**src/rtl/alu_pkg.sv**
```systemverilog
package alu_pkg;
  localparam int unsigned ALU_W = 32;
  localparam int unsigned OP_W  = 3;

  typedef enum logic [OP_W-1:0] {
    OP_AND = 3'b000,
    OP_OR  = 3'b001,
    OP_ADD = 3'b010,
    OP_SUB = 3'b110,
    OP_SLT = 3'b111
  } alu_op_e;

  // Low two code bits choose what a slice puts on its result pin.
  typedef enum logic [1:0] {
    SEL_AND  = 2'b00,
    SEL_OR   = 2'b01,
    SEL_SUM  = 2'b10,
    SEL_LESS = 2'b11
  } slice_sel_e;

  function automatic logic op_is_legal(input logic [OP_W-1:0] op);
    return (op == OP_AND) || (op == OP_OR) || (op == OP_ADD) ||
           (op == OP_SUB) || (op == OP_SLT);
  endfunction
endpackage

```
**src/rtl/alu_bit_slice.sv**
```systemverilog
module alu_bit_slice
  import alu_pkg::*;
(
  input  logic       a_i,
  input  logic       b_i,
  input  logic       neg_i,
  input  logic       cin_i,
  input  logic       less_i,
  input  logic [1:0] sel_i,
  output logic       res_o,
  output logic       sum_o,
  output logic       cout_o
);
  logic b_eff;

  always_comb begin
    b_eff  = b_i ^ neg_i;
    sum_o  = a_i ^ b_eff ^ cin_i;
    cout_o = (a_i & b_eff) | (a_i & cin_i) | (b_eff & cin_i);
    unique case (slice_sel_e'(sel_i))
      SEL_AND:  res_o = a_i & b_eff;
      SEL_OR:   res_o = a_i | b_eff;
      SEL_SUM:  res_o = sum_o;
      SEL_LESS: res_o = less_i;
      default:  res_o = 1'b0;
    endcase
  end
endmodule

```
**src/rtl/alu_slice_chain.sv**
```systemverilog
module alu_slice_chain
  import alu_pkg::*;
#(
  parameter int unsigned WIDTH = ALU_W
) (
  input  logic [WIDTH-1:0] a_i,
  input  logic [WIDTH-1:0] b_i,
  input  logic             neg_i,
  input  logic [1:0]       sel_i,
  output logic [WIDTH-1:0] res_o,
  output logic             ovf_o,
  output logic             cout_o
);
  localparam int unsigned MSB = WIDTH - 1;

  logic [WIDTH:0]   carry;
  logic [WIDTH-1:0] sum;
  logic [WIDTH-1:0] less;
  logic             set_bit;

  assign carry[0] = neg_i;

  genvar i;
  generate
    for (i = 0; i < WIDTH; i++) begin : g_slice
      if (i == 0) begin : g_lsb
        assign less[i] = set_bit;
      end else begin : g_upper
        assign less[i] = 1'b0;
      end
      alu_bit_slice u_slice (
        .a_i    (a_i[i]),
        .b_i    (b_i[i]),
        .neg_i  (neg_i),
        .cin_i  (carry[i]),
        .less_i (less[i]),
        .sel_i  (sel_i),
        .res_o  (res_o[i]),
        .sum_o  (sum[i]),
        .cout_o (carry[i+1])
      );
    end
  endgenerate

  // Overflow: carry into the top slice disagrees with carry out of it.
  assign ovf_o   = carry[MSB] ^ carry[WIDTH];
  assign cout_o  = carry[WIDTH];
  // Sign of the difference, corrected when the difference overflowed.
  assign set_bit = sum[MSB] ^ ovf_o;
endmodule

```
**src/rtl/alu_zero_detect.sv**
```systemverilog
module alu_zero_detect #(
  parameter int unsigned WIDTH = 32
) (
  input  logic [WIDTH-1:0] val_i,
  output logic             zero_o
);
  assign zero_o = ~(|val_i);
endmodule

```
**src/rtl/slice_alu.sv**
```systemverilog
module slice_alu
  import alu_pkg::*;
(
  input  logic [31:0] opnd_a,
  input  logic [31:0] opnd_b,
  input  logic [2:0]  op_sel,
  output logic [31:0] res,
  output logic        zero_flag,
  output logic        ovf_flag,
  output logic        carry_out
);
  logic [ALU_W-1:0] chain_res;
  logic             code_ok;

  alu_slice_chain #(.WIDTH(ALU_W)) u_chain (
    .a_i    (opnd_a),
    .b_i    (opnd_b),
    .neg_i  (op_sel[2]),
    .sel_i  (op_sel[1:0]),
    .res_o  (chain_res),
    .ovf_o  (ovf_flag),
    .cout_o (carry_out)
  );

  assign code_ok = op_is_legal(op_sel);
  assign res     = code_ok ? chain_res : '0;

  alu_zero_detect #(.WIDTH(ALU_W)) u_zero (
    .val_i  (res),
    .zero_o (zero_flag)
  );
endmodule

```
**config.mk**
```make
export PLATFORM = sky130hd
export DESIGN_NAME = slice_alu
export DESIGN_NICKNAME = d
export VERILOG_FILES = /design/src/rtl/alu_pkg.sv /design/src/rtl/alu_bit_slice.sv /design/src/rtl/alu_slice_chain.sv /design/src/rtl/alu_zero_detect.sv /design/src/rtl/slice_alu.sv
export SDC_FILE = /design/constraint.sdc
export NUM_CORES = 1
export LEC_CHECK = 0
export BUFFER_PORTS_ARGS = -buffer_cell sky130_fd_sc_hd__clkbuf_2
export CAP_MARGIN = 10
export CORE_MARGIN = 3
export CORE_UTILIZATION = 32
export DETAILED_ROUTE_END_ITERATION = 10
export PLACE_DENSITY_LB_ADDON = 0.12
export SYNTH_ARGS = -nofsm -noshare
export SYNTH_HDL_FRONTEND = slang
export SYNTH_SLANG_ARGS = --single-unit
```
**constraint.sdc**
```tcl
create_clock -name vclk -period 28.6
set_clock_uncertainty 0.15 [all_clocks]
set_input_delay 2.86 -clock vclk [all_inputs]
set_output_delay 2.86 -clock vclk [all_outputs]
set_load 0.02 [all_outputs]
```
==> results by group <==
CTS
  – Post_cts resized: 0
  – CTS hold repair buffers: 0
  – Buffer count from post-CTS setup fixing: 0

Yosys
  – Sequential share of the synthesized area: 0
  – Avg Synthesized Cell Area: 7.811 sq um
  – Syn Inst Count: 358
  – YS warnings: 0
  – Distinct cells, synth: 27
  – Post-Syn Area: 2796 sq um
  – Synth Net Count: 521

Timing
  – Rel. slew slack: 0.5923
  – Slew at the pin closest to its max-slew limit: 0.6115 ns
  – Final number of max-transition violations: 0
  – RSZ-0062 raised after global routing: no
  – Final setup viols: 0
  – Min Tclk post-route: 20.09 ns
  – Hold Vio Cnt, Final: 0
  – Period utilisation layout: 0.7026
  – Setup TNS: 0 ns
  – Fmax: 0.04977 GHz

Pwr
  – Comb power frac: 1.000
  – Sw power: 0.04251 mW
  – Leakage power: 1.961 nW
  – Cell Pwr Density: 20.13 nW/um^2
  – Clock power share: 0
  – P_int: 0.02562 mW
  – Seq pwr share: 0
  – Net Sw Frac: 0.6239
  – Worst vdd ir: 10.77 uV

GRT
  – Global-route met2 utilization: 0.2614
  – GR Layer Usage met1: 0.1728
  – Gr ovfl total: 0
  – GR peak layer: met2
  – First-pass GRT wire length: 11150 microns
  – Largest net degree at the start of global routing: 58
  – Total track usage: 0.1339
  – Met3 global-route usage: 0.005610
  – Vias in the first global route: 2444
  – Initial antenna violation count: 0

Layout
  – Inserted Diodes: 0
  – Fillcell total: 916
  – Multi-input gate area: 2427 sq um
  – Synth-to-layout area growth: 21.03%
  – Share of cells above drive strength 1: 0.2394
  – Most common cell after layout, fill and taps aside: clkbuf_2
  – Non-filler cells, final: 552
  – # nets final: 612
  – CLK BUF: 0
  – Sequential cell area: 0 sq um
  – Most frequent cells in the layout: clkbuf_2, inv_1, ha_1, nand2_1, o21ai_0
  – Seq cells: 0

Drt
  – DR vias: 2412
  – Per-cell routed wire length: 12.14 microns
  – DRC viols: 0
  – Drt first pass iters: 4
  – Drt total wl: 6699 microns
  – DR vias/cell: 4.370
  – DRT iter0 DRCs: 41
  – DRT antenna net count: 0

Worst hold path
  – Worst hold path type: input pin to output port
  – Hold path cells: 3

Worst setup path
  – CP Depth: 42
  – Critical Path End Type: output port
  – Max incr delay on CP: 0.46 ns
  – CP Buf/Inv Count: 5
  – Top cell by count, worst path: fa_1
  – Cell family with most CP delay: adder cells
  – CP Launch Type: input pin
  – Critical Path RT: 25.59 ns
  – Crit path kind: input pin to output port
  – Max stage delay cell, worst path: buf_4
  – Crit Path Max Fanout: 37
  – Critical Path AT: 17.08 ns

Job
  – Max cap viols: 0

Die
  – Core ar.: 8341 sq um
  – I/O pins: 102
  – Placement row count: 33
  – Die height: 99.48 microns
  – Initial core utilization: 0.3353
  – Chip width: 99.48 microns
  – Die ar.: 9896 sq um

Placed design
  – Post-placement cell count: 552
  – Gpl congestion: 0.7973
  – Hpwl dp: 5631 microns
  – # port buffers: 102

Run status
  – Outcome: finished clean
==> layout make-up <==
type,instances,area share
Inverter,78,0.08651
Multi-Input combinational cell,264,0.7172
Timing Repair Buffer,105,0.1575
Tap cell,105,0.03882
==> per-stage QoR <==
step           worst slack, ns  hold WS, ns  power (mW)  utilization  area, sq um
2_1_floorplan            9.103        5.809     0.04608            -         2796
3_3_place_gp             8.645        6.037     0.06850       0.4058         3385
3_5_place_dp             8.462        6.049     0.06935       0.4058         3385
4_1_cts                  8.439        6.049     0.06962       0.4058         3385
5_1_grt                  7.932        6.092     0.07876       0.4058         3385
6_report                 8.507        6.050     0.06813       0.4058         3385
==> power groups by stage <==
stage / Clock (mW) / Sequential [mW] / Combinational [mW]
after global placement: 0 / 0 / 0.0685
after global routing: 0 / 0 / 0.0788
after CTS: 0 / 0 / 0.0696
after floorplan: 0 / 0 / 0.0461
final: 0 / 0 / 0.0681
after detailed placement: 0 / 0 / 0.0693
==> worst paths after layout <==
kind,to,slack [ns],from
worst max-delay path,zero_flag,8.51,op_sel[2]
worst min-delay path,res[0],6.05,op_sel[1]
==> cell usage after synthesis (all sizes together), types with 2 or more instances <==
master | instances | area [sq um]
fa | 32 | 640.6
ha | 64 | 800.8
o21ai | 51 | 255.2
buf | 13 | 66.31
nand2 | 51 | 191.4
inv | 78 | 292.8
a22o | 2 | 17.52
mux2i | 11 | 110.1
clkbuf | 3 | 12.51
nor2 | 4 | 15.01
xor2 | 32 | 280.3
nor4 | 4 | 25.02
or4 | 2 | 15.01
==> kinds of logic after synthesis <==
logic type	count (synthesis)	synth area share
xor+xnor	33	0.1034
simple gates	69	0.1074
mux	11	0.03938
compound gates	55	0.1016
buf+inv	94	0.1329
fa+ha+maj	96	0.5154
==> layer usage <==
layer,up-vias,share of wire
met5,-,0
met2,50,0.50
met4,0,0
met1,1110,0.45
li1,1252,-
met3,0,0.043
No activity file was read; power rests on OpenSTA's default activity.
